===== config.mk =====
export PLATFORM = sky130hd
export DESIGN_NAME = iso_dma_req
export DESIGN_NICKNAME = d
export VERILOG_FILES = /design/src/rtl/iso_dma_req.sv
export SDC_FILE = /design/constraint.sdc
export NUM_CORES = 1
export LEC_CHECK = 0
export ABC_CLOCK_PERIOD_IN_PS = 1900
export BUFFER_PORTS_ARGS = -buffer_cell sky130_fd_sc_hd__buf_2
export CAP_MARGIN = 25
export CORE_MARGIN = 4
export CORE_UTILIZATION = 49
export CTS_BUF_LIST = sky130_fd_sc_hd__clkbuf_8
export DETAILED_ROUTE_END_ITERATION = 12
export PLACE_DENSITY_LB_ADDON = 0.08
export RECOVER_POWER = 50
export SYNTH_ARGS = -nofsm -noshare
export SYNTH_HDL_FRONTEND = slang
export SYNTH_SLANG_ARGS = --single-unit

===== constraint.sdc =====
create_clock -name clk -period 1.9 [get_ports clk]
set_clock_uncertainty 0.1 [all_clocks]
set_input_delay 0.19 -clock clk [delete_from_list [all_inputs] [get_ports clk]]
set_output_delay 0.19 -clock clk [all_outputs]
set_load 0.03 [all_outputs]

===== src/rtl/iso_dma_req.sv =====
module iso_dma_req #(
  parameter int NUM_EP = 8
) (
  input  logic              clk,
  input  logic              rst_n,
  input  logic              frame_tick,
  input  logic [NUM_EP-1:0] int_en,
  input  logic [NUM_EP-1:0] dma_en,
  input  logic [NUM_EP-1:0] desc_valid,
  input  logic [NUM_EP-1:0] xfer_done,
  input  logic              clr_wr,
  input  logic [NUM_EP-1:0] clr_data,
  output logic [NUM_EP-1:0] req_stat,
  output logic [NUM_EP-1:0] start_xfer,
  output logic [NUM_EP-1:0] buf_refresh
);

  logic [NUM_EP-1:0] req_q, busy_q, start_q, refr_q;

  wire [NUM_EP-1:0] dma_mode = ~int_en;
  wire [NUM_EP-1:0] tick_v   = {NUM_EP{frame_tick}} & dma_mode;
  wire [NUM_EP-1:0] clr_hit  = {NUM_EP{clr_wr}} & clr_data;
  wire [NUM_EP-1:0] raise    = tick_v & (~req_q | clr_hit);
  wire [NUM_EP-1:0] go       = raise & dma_en & desc_valid;
  wire [NUM_EP-1:0] done_hit = xfer_done & busy_q;

  for (genvar i = 0; i < NUM_EP; i++) begin : g_ep
    always_ff @(posedge clk or negedge rst_n) begin
      if (!rst_n) begin
        req_q[i]   <= 1'b0;
        busy_q[i]  <= 1'b0;
        start_q[i] <= 1'b0;
        refr_q[i]  <= 1'b0;
      end else begin
        start_q[i] <= go[i];
        refr_q[i]  <= tick_v[i];
        if (raise[i])
          req_q[i] <= 1'b1;
        else if (clr_hit[i] || done_hit[i])
          req_q[i] <= 1'b0;
        if (go[i])
          busy_q[i] <= 1'b1;
        else if (xfer_done[i])
          busy_q[i] <= 1'b0;
      end
    end
  end

  assign req_stat    = req_q;
  assign start_xfer  = start_q;
  assign buf_refresh = refr_q;

endmodule


==> flow_metrics.env <==
export IMPL_nets=223
export IMPL_crit_slowest_cell="mux2_2"
export IMPL_max_slew_margin_rel_pct=54.29
export IMPL_leakagePower_nw=0.8432
export IMPL_hold_worst_slack_ns=0.01954
export IMPL_drtPass1Iterations=2
export IMPL_place_gp_congestion=0.7703
export IMPL_antenna_found_initial=0
export IMPL_hold_depth=2
export IMPL_hold_start="xfer_done[1]"
export IMPL_utilization_pct=72.77
export IMPL_peakVddDrop_v=0.0006508
export IMPL_critical_path_arrival_ns=1.37
export IMPL_track_usage_pct=18.16
export IMPL_syn_avg_cell_area_um2=11.84
export IMPL_setup_viol=0
export IMPL_r2r_start="req_stat[4]$_DFFE_PN0P_"
export IMPL_dp_cells=199
export IMPL_max_cap_viol_count=0
export IMPL_clkTransAtPathRegs_ns=0.06
export IMPL_yosys_warnings=0
export IMPL_place_area_um2=1602
export IMPL_vias=1020
export IMPL_io_buffers=67
export IMPL_grt_max_degree=33
export IMPL_crit_path_end_kind="flip-flop"
export IMPL_grt_pass1_wl_mm=4.533
export IMPL_drtIter0Drc=12
export IMPL_clock_latency_ns=0.27
export IMPL_hold_viol=0
export IMPL_dieArea_um2=3379
export IMPL_insertedDiodeCount=0
export IMPL_reg2reg_setup_slack_ns=0.59
export IMPL_post_route_cells_drive_above_1_share_pct=31.67
export IMPL_final_common_cell="buf_2"
export IMPL_slowest_delay_ns=0.38
export IMPL_dieWidth_um=58.13
export IMPL_critPathLaunchType="flip-flop"
export IMPL_root_buffer="clkbuf_8"
export IMPL_clock_sinks=32
export IMPL_viasPerCell=4.904
export IMPL_dp_hpwl_mm=2.184
export IMPL_cts_buffer_depth=2
export IMPL_io_pins=68
export IMPL_cts_tree="built"
export IMPL_fin_cells=208
export IMPL_rr_endpoint="req_stat[4]$_DFFE_PN0P_"
export IMPL_netlist_area_leader_share_pct=65.04
export IMPL_synthToLayoutAreaGrowth_pct=35.77
export IMPL_status="complete, no violations"
export IMPL_synth_area_leaders="dfrtp_1, mux2_2, o32ai_1, a21boi_0, inv_1"
export IMPL_start_util_pct=53.59
export IMPL_critPathRequiredTime_ns=1.96
export IMPL_rsz0062_at_grt="no"
export IMPL_slew_viol_final=0
export IMPL_synth_seq_area_share_pct=65.04
export IMPL_first_global_vias=1101
export IMPL_reg2reg_depth=2
export IMPL_fmax_ghz=0.7618
export IMPL_critPathMaxFanout=3
export IMPL_drc=0
export IMPL_finalCriticalPeriod_ns=1.313
export IMPL_ant_nets=0
export IMPL_cp_cell_sequence="a21boi_0 -> mux2_2"
export IMPL_hp_class="input pin to flip-flop"
export IMPL_num_rows=17
export IMPL_cts_resized=0
export IMPL_grt_overflow=0
export IMPL_chipHeight_um=58.13
export IMPL_fill_cells=195
export IMPL_setup_tns_ns=0
export IMPL_routed_wl_mm=2.756
export IMPL_ys_ff_latch=32
export IMPL_hold_path_endpoint="busy_q[1]$_DFFE_PN0P_"
export IMPL_synth_cell_types=8
export IMPL_synth_cells=104
export IMPL_most_common_layout_cells="buf_2, dfrtp_1, clkbuf_1"
export IMPL_finalCritPeriodShare_pct=69.09
export IMPL_fin_area_um2=1672
export IMPL_critPathKind="flip-flop to flip-flop"
export IMPL_max_slew_worst_pin_slew_ns=0.6857
export IMPL_p_per_area_nw_per_um2=904.6
export IMPL_htree_levels=2
export IMPL_detail_route_wl_per_cell_um=13.25
export IMPL_syn_area_um2=1231
export IMPL_cts_buffers=5
export IMPL_syn_num_nets=148
export IMPL_synth_area_leader_cell="dfrtp_1"
export IMPL_coreArea_um2=2297
[final cells by class]
class / instances / area [um^2] / share of cell area, %
multi-input combinational: 56 / 370.4 / 22.16
clock inverter: 2 / 7.507 / 0.4491
inverter: 16 / 60.06 / 3.593
sequential: 32 / 800.8 / 47.90
tap: 28 / 35.03 / 2.096
clock buffer: 6 / 82.58 / 4.940
timing repair buffer: 68 / 315.3 / 18.86
[how the worst max path moves through the flow]
stage | from | to | slack, ns
floorplan | req_stat[0]$_DFFE_PN0P_ | req_stat[0]$_DFFE_PN0P_ | 0.50
global placement | clr_wr | req_stat[5]$_DFFE_PN0P_ | 0.64
detailed placement | clr_wr | req_stat[4]$_DFFE_PN0P_ | 0.58
CTS | req_stat[4]$_DFFE_PN0P_ | req_stat[4]$_DFFE_PN0P_ | 0.58
global route | req_stat[2]$_DFFE_PN0P_ | req_stat[2]$_DFFE_PN0P_ | 0.53
finish | req_stat[4]$_DFFE_PN0P_ | req_stat[4]$_DFFE_PN0P_ | 0.59
[cells in the mapped netlist]
master    number
nand2_1       16
nand2b_1       8
dfrtp_1       32
o32ai_1        8
mux2_2         8
nor3_1         8
inv_1         16
a21boi_0       8
[flip-flops by register name (all words and copies together) (netlist names)]
signal / cells
buf_refresh: 8
req_stat: 8
start_xfer: 8
busy_q: 8
[stage by stage]
stage / worst slack [ns] / power [mW]
after detailed placement: 0.5822 / 1.031
after CTS: 0.5753 / 1.545
after floorplan: 0.5012 / 0.9132
after global routing: 0.5260 / 1.590
final: 0.5873 / 1.512
after global placement: 0.6366 / 1.020
[layer usage]
| layer | global-route usage [%] | share of wire (%) | wire length [um] |
|---|---|---|---|
| met1 | 18.93 | 36 | 1002 |
| met2 | 31.77 | 50 | 1371 |
| met3 | 7.350 | 12 | 321 |
| met4 | 8.278 | 2.1 | 59 |
| met5 | 0 | 0 | 0 |
[cells by family (layout without fill, tap and decap cells)]
family | count (synthesis) | in the layout | share of synthesized area, %
buffers and inverters | 16 | 92 | 4.878
DFF | 32 | 32 | 65.04
and+or+nand+nor | 32 | 32 | 12.20
muxes | 8 | 8 | 7.317
AOI/OAI and AO/OA | 16 | 16 | 10.57
[power by group]
part	switching [mW]	internal, mW
combinational	0.167	0.0959
clock	0.221	0.284
sequential	0.0185	0.726
[critical path: cells and delay by family, from the launching register on]
kind	cells	cell delay (ns)
compound gates	1	0.37
mux	1	0.38
flops	1	0.35
[repair_timing]
item	CTS	global route
hold buffers	1	0
endpoints found under the hold margin	32	0
buffers inserted	0	0
(Power assumes the default switching activity.)
